`src/rtl/ipi_pkg.sv`:
```
package ipi_pkg;
  localparam int CPU_IDW = 5;
  localparam logic [15:0] EVT_TYPE_IPI = 16'd4;
  localparam logic [15:0] EVT_NUM_OTH  = 16'd1;
  localparam logic [15:0] EVT_NUM_SELF = 16'd2;

  // bit 0 = "other", bit 1 = "self"
  typedef logic [1:0] kind_t;

  typedef enum logic [2:0] {
    OP_NONE, OP_WHO, OP_EVT, OP_SEND, OP_ACK, OP_PSET, OP_MSET, OP_MCLR
  } op_e;

  // data word bit 0 / bit 31 -> kind vector
  function automatic kind_t word_to_kind(logic [31:0] w);
    return {w[31], w[0]};
  endfunction

  function automatic logic [31:0] kind_to_word(kind_t k);
    return {k[1], 30'b0, k[0]};
  endfunction

  // "other" wins over "self"
  function automatic kind_t pick_first(kind_t f);
    if (f[0]) return 2'b01;
    if (f[1]) return 2'b10;
    return 2'b00;
  endfunction

  function automatic logic [31:0] evt_word(kind_t f);
    kind_t p;
    p = pick_first(f);
    if (p[0]) return {EVT_TYPE_IPI, EVT_NUM_OTH};
    if (p[1]) return {EVT_TYPE_IPI, EVT_NUM_SELF};
    return 32'd0;
  endfunction
endpackage

```
`src/rtl/ipi_decode.sv`:
```
module ipi_decode
  import ipi_pkg::*;
#(
  parameter int NCPU = 4
) (
  input  logic [15:0]        addr,
  input  logic [CPU_IDW-1:0] cpu,
  output op_e                op,
  output logic [CPU_IDW-1:0] tgt,
  output logic               tgt_ok
);
  always_comb begin
    op     = OP_NONE;
    tgt    = cpu;
    tgt_ok = (int'(cpu) < NCPU);
    if (addr[15:12] == 4'h2 && addr[11:7] == 5'd0) begin
      case (addr[6:0])
        7'h00:   op = OP_WHO;
        7'h04:   op = OP_EVT;
        7'h08:   op = OP_SEND;
        7'h0c:   op = OP_ACK;
        7'h24:   op = OP_MSET;
        7'h28:   op = OP_MCLR;
        default: op = OP_NONE;
      endcase
    end else if (addr[15:12] == 4'h5) begin
      tgt    = addr[11:7];
      tgt_ok = (int'(addr[11:7]) < NCPU);
      case (addr[6:0])
        7'h08:   op = OP_PSET;
        7'h0c:   op = OP_ACK;
        7'h24:   op = OP_MSET;
        7'h28:   op = OP_MCLR;
        default: op = OP_NONE;
      endcase
    end
  end
endmodule

```
`src/rtl/ipi_cpu_slice.sv`:
```
module ipi_cpu_slice
  import ipi_pkg::*;
(
  input  logic  clk,
  input  logic  rst_n,
  input  kind_t set_k,
  input  kind_t clr_k,
  input  kind_t mset_k,
  input  kind_t mclr_k,
  output kind_t pend_q,
  output kind_t mask_q,
  output kind_t fire,
  output logic  req
);
  always_ff @(posedge clk or negedge rst_n) begin
    if (!rst_n) begin
      pend_q <= 2'b00;
      mask_q <= 2'b11;
    end else begin
      pend_q <= (pend_q | set_k) & ~clr_k;
      mask_q <= (mask_q | mset_k) & ~mclr_k;
    end
  end

  assign fire = pend_q & ~mask_q;
  assign req  = |fire;
endmodule

```
`src/rtl/ipi_unit.sv`:
```
module ipi_unit
  import ipi_pkg::*;
#(
  parameter int NCPU = 4
) (
  input  logic                 clk,
  input  logic                 rst_n,
  input  logic                 bus_valid,
  input  logic                 bus_write,
  input  logic [15:0]          bus_addr,
  input  logic [31:0]          bus_wdata,
  input  logic [4:0]           bus_cpu,
  input  logic [NCPU-1:0]      hw_pend,
  output logic                 rd_valid,
  output logic [31:0]          rd_data,
  output logic [NCPU-1:0]      ipi_req,
  output logic [NCPU*32-1:0]   ipi_evt
);
  localparam int EVT_W = 32;

  op_e               op;
  logic [CPU_IDW-1:0] tgt;
  logic              tgt_ok;

  ipi_decode #(.NCPU(NCPU)) u_dec (
    .addr(bus_addr), .cpu(bus_cpu), .op(op), .tgt(tgt), .tgt_ok(tgt_ok)
  );

  logic wr, rd;
  assign wr = bus_valid && bus_write;
  assign rd = bus_valid && !bus_write;

  kind_t wkind;
  assign wkind = word_to_kind(bus_wdata);

  // one-hot selection of the addressed CPU
  logic [NCPU-1:0] sel;
  kind_t pend_q [NCPU];
  kind_t mask_q [NCPU];
  kind_t fire   [NCPU];
  kind_t pend_sel, mask_sel, fire_sel;
  logic  hw_sel;

  always_comb begin
    pend_sel = '0;
    mask_sel = '0;
    fire_sel = '0;
    hw_sel   = 1'b0;
    for (int i = 0; i < NCPU; i++) begin
      sel[i] = tgt_ok && (tgt == CPU_IDW'(i));
      if (sel[i]) begin
        pend_sel = pend_q[i];
        mask_sel = mask_q[i];
        fire_sel = fire[i];
        hw_sel   = hw_pend[i];
      end
    end
  end

  // named internal events
  logic            evt_take;
  logic            evt_blocked;
  kind_t           take_kind;
  logic [NCPU-1:0] send_oth_vec;
  logic [NCPU-1:0] ack_oth_vec;
  logic [NCPU-1:0] take_oth_vec;
  logic [NCPU-1:0] pend_oth;
  logic [NCPU-1:0] mask_oth;

  assign evt_blocked = rd && op == OP_EVT && tgt_ok && hw_sel;
  assign evt_take    = rd && op == OP_EVT && tgt_ok && !hw_sel && (fire_sel != 2'b00);
  assign take_kind   = evt_take ? pick_first(fire_sel) : 2'b00;

  for (genvar i = 0; i < NCPU; i++) begin : g_cpu
    kind_t set_k, clr_k, mset_k, mclr_k, take_k;
    logic  send_self;

    assign send_self = wr && op == OP_SEND && sel[i] && bus_wdata[31];
    assign send_oth_vec[i] = wr && op == OP_SEND && bus_wdata[i];
    assign set_k  = {send_self, send_oth_vec[i]}
                  | ((wr && op == OP_PSET && sel[i]) ? wkind : 2'b00);
    assign clr_k  = (wr && op == OP_ACK  && sel[i]) ? wkind : 2'b00;
    assign take_k = sel[i] ? take_kind : 2'b00;
    assign mset_k = ((wr && op == OP_MSET && sel[i]) ? wkind : 2'b00) | take_k;
    assign mclr_k = (wr && op == OP_MCLR && sel[i]) ? wkind : 2'b00;

    ipi_cpu_slice u_slice (
      .clk(clk), .rst_n(rst_n),
      .set_k(set_k), .clr_k(clr_k), .mset_k(mset_k), .mclr_k(mclr_k),
      .pend_q(pend_q[i]), .mask_q(mask_q[i]), .fire(fire[i]), .req(ipi_req[i])
    );

    assign ack_oth_vec[i]  = clr_k[0];
    assign take_oth_vec[i] = take_k[0];
    assign pend_oth[i]     = pend_q[i][0];
    assign mask_oth[i]     = mask_q[i][0];
    assign ipi_evt[i*EVT_W +: EVT_W] = evt_word(fire[i]);
  end

  // read mux, registered
  logic [31:0] rd_mux;
  always_comb begin
    rd_mux = 32'd0;
    case (op)
      OP_WHO:          rd_mux = {{(32-CPU_IDW){1'b0}}, bus_cpu};
      OP_EVT:          rd_mux = (tgt_ok && !hw_sel) ? evt_word(fire_sel) : 32'd0;
      OP_ACK, OP_PSET: rd_mux = tgt_ok ? kind_to_word(pend_sel) : 32'd0;
      OP_MSET, OP_MCLR: rd_mux = tgt_ok ? kind_to_word(mask_sel) : 32'd0;
      default:         rd_mux = 32'd0;
    endcase
  end

  always_ff @(posedge clk or negedge rst_n) begin
    if (!rst_n) begin
      rd_valid <= 1'b0;
      rd_data  <= 32'd0;
    end else begin
      rd_valid <= rd;
      rd_data  <= rd ? rd_mux : 32'd0;
    end
  end
endmodule

```
`config.mk`:
```
export PLATFORM = sky130hd
export DESIGN_NAME = ipi_unit
export DESIGN_NICKNAME = d
export VERILOG_FILES = /design/src/rtl/ipi_pkg.sv /design/src/rtl/ipi_decode.sv /design/src/rtl/ipi_cpu_slice.sv /design/src/rtl/ipi_unit.sv
export SDC_FILE = /design/constraint.sdc
export NUM_CORES = 1
export LEC_CHECK = 0
export BUFFER_PORTS_ARGS = -buffer_cell sky130_fd_sc_hd__buf_2
export CAP_MARGIN = 40
export CORE_MARGIN = 8
export CORE_UTILIZATION = 37
export CTS_CLUSTER_DIAMETER = 80
export DETAILED_ROUTE_END_ITERATION = 10
export PLACE_DENSITY = 0.84
export REMOVE_ABC_BUFFERS = 1
export SKIP_LAST_GASP = 1
export SYNTH_ARGS = -nofsm -noshare
export SYNTH_HDL_FRONTEND = slang
export SYNTH_HIERARCHICAL = 1
export SYNTH_SLANG_ARGS = --single-unit
```
`constraint.sdc`:
```
create_clock -name clk -period 1.98 [get_ports clk]
set_clock_uncertainty 0.2 [all_clocks]
set_input_delay 0.594 -clock clk [delete_from_list [all_inputs] [get_ports clk]]
set_output_delay 0.594 -clock clk [all_outputs]
set_load 0.03 [all_outputs]
```
==> run metrics, run 1 <==
final WL 9181 um; Hold Worst Slack 0.1069 ns; Post-Synthesis Cell Area 0.002874 mm^2; Fin Setup TNS -19.33 ns; antenna cell count 0; actual slew at the worst max-slew pin 0.5437 ns; RSZ-0062 raised after global routing true; synth unique cells 49; vias in the first global route 2866; Final Hold Fails 0; Synth Warn # 6; Routed Antenna Nets 0; DRC Markers 0; critical path required time 1.93 ns; failing checks negative setup slack; initial antenna violation count 0; Post-synth top flop dfrtp_1; Starting Density 0.3778; commonest non-fill, non-tap cells in the layout conb_1 (141), nor2_1 (65), buf_4 (64); TritonRoute pass-1 iters 6; CP dominant cell by count nor2_1; Ports 226; hpwl dp 6623 um; post-synth top area share 0.3709; crit path cell chain buf_8, and4bb_4, mux2_4, or4b_4, or3b_4, buf_4, nor2_1, nor2_1; Clock Path Buffers 2; Async S/R FF share, synth 1.000; Routability Congestion 0.9179; DRT iter0 DRCs 128; die area 0.01084 mm^2; Mapped Cells 365; multi-input combinational cell area 0.001988 mm^2; clock edge transition at the registers on the reported setup and hold paths 0.08 ns; most common cell after layout, fill and taps aside conb_1; WP data arrival 2.81 ns; placed cell area 0.003112 mm^2; crit path max fanout 6; crit path kind primary input to register; # fillers 677; gr usage total 0.1500; Final WS setup -0.8806 ns; hold_buf cts 0; Vias/cell 4.381; TritonCTS clock tree done; post-synthesis sequential area ratio 0.2125; CP endpoint kind register; Hold Path Class primary input to asynchronous set/reset pin; final core occ 0.5071; status finished, violations left; CP startpoint kind primary input; Max-Cap Viols 0; first-pass GRT wire length 13920 um; Sink Count 24; # rows 32; grt ovf 0; dpl ws -1.237 ns; Root Buffer clkbuf_8; Slew headroom 0.6375; Core Footprint 0.007607 mm^2; Die Height 104.1 um; Layout Cells excl Fill 599; Slew Viols, Final 0; Post-synth EDFFs 0; maximum clock frequency 349.6 MHz; Reg area 610.6 um^2; layout cell share with drive strength beyond 1 0.4447; Syn Area/Cell 7.874 um^2; crit path time final 2.861 ns; Die Wd 104.1 um; clk_lat worst skew 0.26 ns; Final nets 559; largest net degree at the start of global routing 25; Final Power 1.326 mW; H-Tree Depth 1; average wire per standard cell 15.33 um; P&R area growth vs syn 34.22%; Yosys reg bits 24; CTS Buf Count 3; final setup fails 37; pwr dens 343.7 mW/mm^2; Finished Cell Area 0.003857 mm^2; Final Cycle Share 1.445; Slowest cell on crit path or4b_4; area leader, netlist buf_4; Reg2Reg Depth 8; top cells by area, synth buf_4 (37%), dfrtp_1 (14%), nor2_1 (9.4%); Vias 2624; worst stage delay on the critical path 0.58 ns; Pleak 1.957 nW; Placed Cells 569; maximum resistive drop on vdd 257.0 uV; Buffers on Ports 57
[registers in the layout (all words and copies together), names as in the netlist]
name                  cells
g_cpu.u_slice/mask_q      8
g_cpu.u_slice/pend_q      8
rd_data                   7
rd_valid                  1
[final cells by class]
type / count / area share
Timing Repair Buffer: 138 / 0.2777
Inverter: 4 / 0.003892
Multi-Input combinational cell: 327 / 0.5154
Clock buffer: 4 / 0.01168
Sequential cell: 24 / 0.1583
Tap cell: 102 / 0.03308
[where the power goes]
part | total, mW | switching [mW] | internal, mW
sequential | 0.492 | 0.000172 | 0.492
combinational | 0.545 | 0.462 | 0.0828
clock | 0.289 | 0.146 | 0.144
total | 1.33 | 0.608 | 0.718
[worst paths after layout]
path / startpoint / end / slack, ns
worst max-delay path: bus_addr[15] / g_cpu[1].u_slice/pend_q[0] / -0.88
worst min-delay path: rst_n / rd_data[1] / 0.11
worst max register to register: g_cpu[2].u_slice/mask_q[0] / g_cpu[0].u_slice/mask_q[0] / -0.14
worst min register to register: g_cpu[1].u_slice/pend_q[1] / g_cpu[1].u_slice/pend_q[1] / 0.36
max in group asynchronous: rst_n / g_cpu[1].u_slice/mask_q[1] / 1.10
min in group clk: g_cpu[1].u_slice/pend_q[1] / g_cpu[1].u_slice/pend_q[1] / 0.36
[Yosys cell counts (all sizes together) (2+ instances only)]
| cell | instances |
|---|---|
| clkbuf | 4 |
| nand2 | 9 |
| or2 | 9 |
| o21ai | 3 |
| dfrtp | 16 |
| nand2b | 2 |
| nor3 | 3 |
| a211oi | 2 |
| nor4 | 2 |
| buf | 146 |
| dfstp | 8 |
| nand3b | 2 |
| nor2b | 17 |
| nor2 | 73 |
| a22oi | 2 |
| and3 | 7 |
| o2111ai | 2 |
| mux4 | 3 |
| nand3 | 10 |
| mux2 | 9 |
| a21oi | 9 |
| inv | 4 |
| mux2i | 2 |
[metal layers]
| metal | part of all wire | up-vias | track usage |
|---|---|---|---|
| li1 | - | 1180 | - |
| met1 | 0.37 | 1237 | 0.1611 |
| met2 | 0.51 | 175 | 0.2667 |
| met3 | 0.083 | 32 | 0.05204 |
| met4 | 0.034 | 0 | 0.05171 |
| met5 | 0 | - | 0 |
[cells by family after synthesis]
family / Yosys count / share of synthesized area
flops: 24 / 0.2124
buf+inv: 154 / 0.3927
other cells: 1 / 0.001305
mux: 14 / 0.06574
xor+xnor: 1 / 0.003048
simple gates: 144 / 0.2582
compound gates: 27 / 0.06661
[worst max-delay path: cells and delay by family]
family	cells	cell delay, ns
mux	1	0.33
simple gates	5	1.63
buf+inv	2	0.25
[timing repair]
| item | 4_1_cts | 5_1_grt |
|---|---|---|
| setup buffers | 15 | 17 |
| pin swaps | 22 | 36 |
| hold endpoints to repair | 0 | 0 |
| gates resized for setup | 87 | 42 |
| setup endpoints to repair | 36 | 37 |
Power figures use the tool's default switching activity.
==> run 2: changes to the inputs <==
Settings changed: ABC_AREA from default to 1, CORE_UTILIZATION 37 to 38.
==> run 2 against run 1 <==
Compared with the run above: the run still ends with negative setup slack left; synthesized cell count up 29%; sequential power about the same; synthesized area is 6.5% higher; hold slack improved by 0.0036 ns; total power rose by 15%; largest power group unchanged.
==> run metrics, run 2 <==
most common cell after layout, fill and taps aside conb_1; top cells by area, synth buf_4 (35%), dfrtp_1 (13%), nand2_1 (9.7%); commonest non-fill, non-tap cells in the layout conb_1 (141), buf_4 (78), nor2_1 (64); Slew headroom 0.5309; Finished Cell Area 0.004109 mm^2; clk_lat worst skew 0.27 ns; Ports 226; crit path max fanout 6; final core occ 0.5290; crit path time final 2.688 ns; pwr dens 371.3 mW/mm^2; Post-Synthesis Cell Area 0.003062 mm^2; Yosys reg bits 24; sequential share of power 0.322; switching part of the total 0.4352; post-synth top area share 0.3457; Final nets 678; Syn Area/Cell 6.514 um^2; worst stage delay on the critical path 0.21 ns; most frequent cell after synthesis buf_4; grt ovf 0; power share of the combinational group 0.394; CP endpoint kind register; initial antenna violation count 0; Routability Congestion 0.9389; antenna cell count 0; Pleak 2.240 nW; crit path cell chain buf_6, inv_2, nand4_1, buf_6, nand2_1, o21ai_2, nor2_4, buf_4, nand3_4, inv_4, buf_4, nand2_1, nand3_1, nand2_1, nand3_1, nand2_1, a21oi_1; Post-synth top flop dfrtp_1; clock share of power 0.284; layout cell share with drive strength beyond 1 0.4383; placed cell area 0.003359 mm^2; RSZ-0062 raised after global routing true; Final Hold Fails 0; average wire per standard cell 15.70 um; Max-Cap Viols 0; Post-synth EDFFs 0; Die Height 105.8 um; switching power of the nets 664.0 uW; Routed Antenna Nets 0; Synth Warn # 6; CTS Buf Count 3; Final WS setup -0.7080 ns; Hold Path Class primary input to asynchronous set/reset pin; WP data arrival 2.69 ns; CP startpoint kind primary input; largest net degree at the start of global routing 25; DRT iter0 DRCs 268; Buffers on Ports 57; # rows 32; gr usage total 0.1616; TritonCTS clock tree done; hpwl dp 7070 um; Core Footprint 0.007767 mm^2; Slowest cell on crit path nor2_4; DRC Markers 0; critical path required time 1.98 ns; Post-synth top cells buf_4 (141), nand2_1 (79), nor2_1 (76), inv_1 (47), nand3_1 (20); failing checks negative setup slack; die area 0.01119 mm^2; TritonRoute pass-1 iters 7; actual slew at the worst max-slew pin 0.6977 ns; Root Buffer clkbuf_8; P&R area growth vs syn 34.21%; post-synthesis sequential area ratio 0.1994; synth unique cells 30; Die Wd 105.8 um; biggest regs g_cpu.u_slice/mask_q (8), g_cpu.u_slice/pend_q (8), rd_data (7); Final Cycle Share 1.358; final WL 11270 um; Starting Density 0.3942; H-Tree Depth 1; hold_buf cts 0; Mapped Cells 470; status finished, violations left; clock edge transition at the registers on the reported setup and hold paths 0.09 ns; Async S/R FF share, synth 1.000; vias in the first global route 3161; maximum resistive drop on vdd 234.7 uV; Sink Count 24; # fillers 698; Vias/cell 4.607; area leader, netlist buf_4; Slew Viols, Final 0; Vias 3308; crit path kind primary input to register; maximum clock frequency 372.0 MHz; Clock Path Buffers 2; CP dominant cell by count nand2_1; internal power 861.6 uW; final setup fails 33; first-pass GRT wire length 15130 um
run 2: final timing paths:
| kind | start | slack (ns) | cells after the start | end |
|---|---|---|---|---|
| min in group clk | g_cpu[0].u_slice/mask_q[1] | 0.35 | 2 | g_cpu[0].u_slice/mask_q[1] |
| min | rst_n | 0.11 | 1 | rd_data[31] |
| max | bus_addr[13] | -0.71 | 17 | rd_data[0] |
| max reg2reg | g_cpu[2].u_slice/mask_q[0] | -0.11 | 12 | g_cpu[0].u_slice/mask_q[1] |
| max in group asynchronous | rst_n | 1.10 | 1 | g_cpu[0].u_slice/mask_q[1] |
| min reg2reg | g_cpu[0].u_slice/mask_q[1] | 0.35 | 2 | g_cpu[0].u_slice/mask_q[1] |
run 2: cells by family after synthesis:
logic type      count (synthesis)  share of synthesized area
other cells                     1                   0.001225
simple gates                  220                     0.3302
flops                          24                     0.1994
buf+inv                       197                     0.4168
compound gates                 28                    0.05231
run 2: power groups by stage:
stage,sequential (mW),combinational (mW),clock (mW)
floorplan,0.503,0.416,0
detailed placement,0.501,0.526,0
global route,0.492,0.629,0.455
CTS,0.492,0.552,0.435
global placement,0.501,0.525,0
finish,0.492,0.601,0.433
run 2: what timing repair did:
item / in CTS / in global routing
cloned: 0 / 1
setup buffers: 25 / 6
resized for setup: 96 / 60
endpoints found under the setup margin: 33 / 39
pin swaps: 29 / 9
run 2: worst max-delay path, delay by kind of cell:
kind                   cells  cell delay (ns)
buffers and inverters      6             0.71
and+or+nand+nor            9             1.14
AOI/OAI and AO/OA          2             0.22
run 2: layout make-up:
| class | instances | area (um^2) | area share |
|---|---|---|---|
| Clock buffer | 3 | 41.29 | 0.01005 |
| Clock inverter | 1 | 30.03 | 0.007308 |
| Inverter | 54 | 226.5 | 0.05512 |
| Multi-Input combinational cell | 389 | 1971 | 0.4796 |
| Sequential cell | 24 | 610.6 | 0.1486 |
| Tap cell | 102 | 127.6 | 0.03106 |
| Timing Repair Buffer | 145 | 1102 | 0.2683 |
run 2: metal layers:
layer	vias up	global-route usage	routed length, um
met3	75	0.03410	1103
met4	0	0.09347	688
met1	1508	0.1677	3782
met5	-	0	0
met2	265	0.2940	5698
li1	1460	-	-
run 2: metrics by stage:
stage | total power [mW] | hold slack (ns) | setup WS [ns] | cells | TNS, ns
2_1_floorplan | 0.9188 | 0.09841 | -0.5984 | 467 | -10.15
3_3_place_gp | 1.026 | 0.2978 | -0.6514 | 683 | -12.50
3_5_place_dp | 1.027 | 0.2999 | -0.7433 | 683 | -13.32
4_1_cts | 1.480 | 0.1153 | -0.3680 | 711 | -5.717
5_1_grt | 1.576 | 0.1316 | -0.8640 | 718 | -13.78
6_report | 1.526 | 0.1105 | -0.7080 | 718 | -10.66
==> run 3: changes to the inputs <==
Settings changed: CORE_UTILIZATION 38 to 42, PLACE_DENSITY 0.84 to 0.88.
Clock period 1.98 ns to 2.6 ns, I/O delays scaled along.
==> run 3 against run 2 <==
Compared with the run above: the run still ends with negative setup slack left; clock power down 49%; register-to-register slack better by 0.82 ns; sequential cell count unchanged; critical endpoint is now rd_data[18]; global-route usage down 2.6 points; count of clock-buffer cells in the layout up 1; highest routed layer unchanged; utilization down 3.0 points; total power down 33%.
==> run metrics, run 3 (synthesis results as in run 2) <==
status finished, violations left; failing checks negative setup slack; gr usage total 0.1354; CP endpoint kind register; final setup fails 9; clock share of power 0.216; TritonRoute pass-1 iters 4; reg2reg setup slack 0.71 ns; average wire per standard cell 11.95 um; layout cell share with drive strength beyond 1 0.3264; Routed Antenna Nets 0; Buffers on Ports 57; worst stage delay on the critical path 0.20 ns; grt ovf 0; Core Footprint 0.007176 mm^2; Final Power 1.028 mW; die area 0.01028 mm^2; critical path required time 2.61 ns; biggest regs g_cpu.u_slice/mask_q (8), g_cpu.u_slice/pend_q (8), rd_data (7); Reg2Reg Depth 10; crit path time final 2.688 ns; crit path kind primary input to register; clk_lat worst skew 0.26 ns; final WL 8105 um; Slowest cell on crit path buf_2; Vias 2850; RSZ-0062 raised after global routing true; Ports 226; crit path cell chain buf_6, inv_2, nand4_1, buf_2, o21ai_2, nor2_4, buf_12, nand3_4, inv_4, nand2_4, nand3_4, nor2_4, nand3_2, buf_4, buf_6, buf_6, nand2_2; WP data arrival 2.70 ns; Final WS setup -0.08810 ns; vias in the first global route 2711; Clock Path Buffers 2; Sink Count 24; Final Cycle Share 1.034; crit path max fanout 5; Final Hold Fails 0; CP startpoint kind primary input; Critical Path End rd_data[18]; DRT iter0 DRCs 197; power share of the combinational group 0.419; antenna cell count 0; H-Tree Depth 1; Die Wd 101.4 um; final core occ 0.4990; clock edge transition at the registers on the reported setup and hold paths 0.08 ns; switching power of the nets 478.3 uW; # rows 31; Pleak 2.075 nW; CTS Buf Count 3; pwr dens 286.9 mW/mm^2; Routability Congestion 0.9309; actual slew at the worst max-slew pin 0.5376 ns; switching part of the total 0.4655; reg2reg end g_cpu[1].u_slice/mask_q[1]; first-pass GRT wire length 11450 um; placed cell area 0.003258 mm^2; # fillers 690; Crit path max-delay family buffers and inverters; Die Height 101.4 um; largest net degree at the start of global routing 25; hpwl dp 6707 um; CP Buf/Inv Count 8; Root Buffer clkbuf_8; Slew Viols, Final 0; Crit. path cell count 17; Worst Setup SP bus_addr[15]; Hold Path Class primary input to asynchronous set/reset pin; sequential share of power 0.364; TritonCTS clock tree done; Slew headroom 0.6416; P&R area growth vs syn 16.96%; Starting Density 0.4267; Finished Cell Area 0.003581 mm^2; reg2reg start g_cpu[2].u_slice/mask_q[0]; Vias/cell 4.204; Max-Cap Viols 0; most common cell after layout, fill and taps aside conb_1; commonest non-fill, non-tap cells in the layout conb_1 (141), nor2_1 (69), nand2_1 (64); maximum clock frequency 372.0 MHz; DRC Markers 0; initial antenna violation count 0; dpl ws -0.3502 ns; maximum resistive drop on vdd 144.5 uV; internal power 549.3 uW; Final nets 641; CP dominant cell by count buf_6
run 3: per-layer routing:
metal  share of wire  track usage  up-vias  wire length, um
met2            0.53       0.2546      143             4308
li1                -            -     1386                -
met1            0.36       0.1445     1299             2941
met4           0.028      0.06644        0              229
met3           0.077      0.01787       22              626
met5               0            0        -                0
run 3: layout make-up:
type,count,area [um^2],share of cell area
sequential,24,610.6,0.1705
timing repair buffer,108,701.9,0.1960
tap,99,123.9,0.03459
multi-input combinational,389,1887,0.5269
clock buffer,4,45.04,0.01258
inverter,54,212.7,0.05940
run 3: how the worst min path moves through the flow:
stage,cells past startpoint,start,slack [ns],to
after CTS,1,rst_n,0.30,rd_data[31]
after global routing,1,rst_n,0.33,rd_data[18]
after floorplan,0,rst_n,0.28,g_cpu[0].u_slice/pend_q[0]
final,1,rst_n,0.29,rd_data[31]
after global placement,2,g_cpu[3].u_slice/mask_q[1],0.29,g_cpu[3].u_slice/mask_q[1]
after detailed placement,2,g_cpu[0].u_slice/mask_q[1],0.30,g_cpu[0].u_slice/mask_q[1]
run 3: stage by stage:
| stage | setup TNS, ns | hold slack, ns | instances |
|---|---|---|---|
| finish | -0.3653 | 0.2870 | 678 |
| detailed placement | -4.581 | 0.2971 | 667 |
| global placement | -3.481 | 0.2941 | 667 |
| global route | -2.563 | 0.3319 | 678 |
| floorplan | -1.443 | 0.2844 | 467 |
| CTS | 0 | 0.3042 | 675 |
run 3: power by group through the flow:
| stage | clock network (mW) | registers, mW | logic [mW] |
|---|---|---|---|
| 4_1_cts | 0.225 | 0.375 | 0.405 |
| 3_3_place_gp | 0 | 0.381 | 0.392 |
| 2_1_floorplan | 0 | 0.383 | 0.316 |
| 5_1_grt | 0.234 | 0.375 | 0.456 |
| 6_report | 0.222 | 0.375 | 0.431 |
| 3_5_place_dp | 0 | 0.381 | 0.394 |
run 3: repair_timing:
item | in CTS | in global routing
hold buffers | 0 | 0
setup buffers | 4 | 4
pin swaps | 5 | 11
cloned | 0 | 1
setup endpoints to repair | 8 | 18
gates resized for setup | 11 | 46
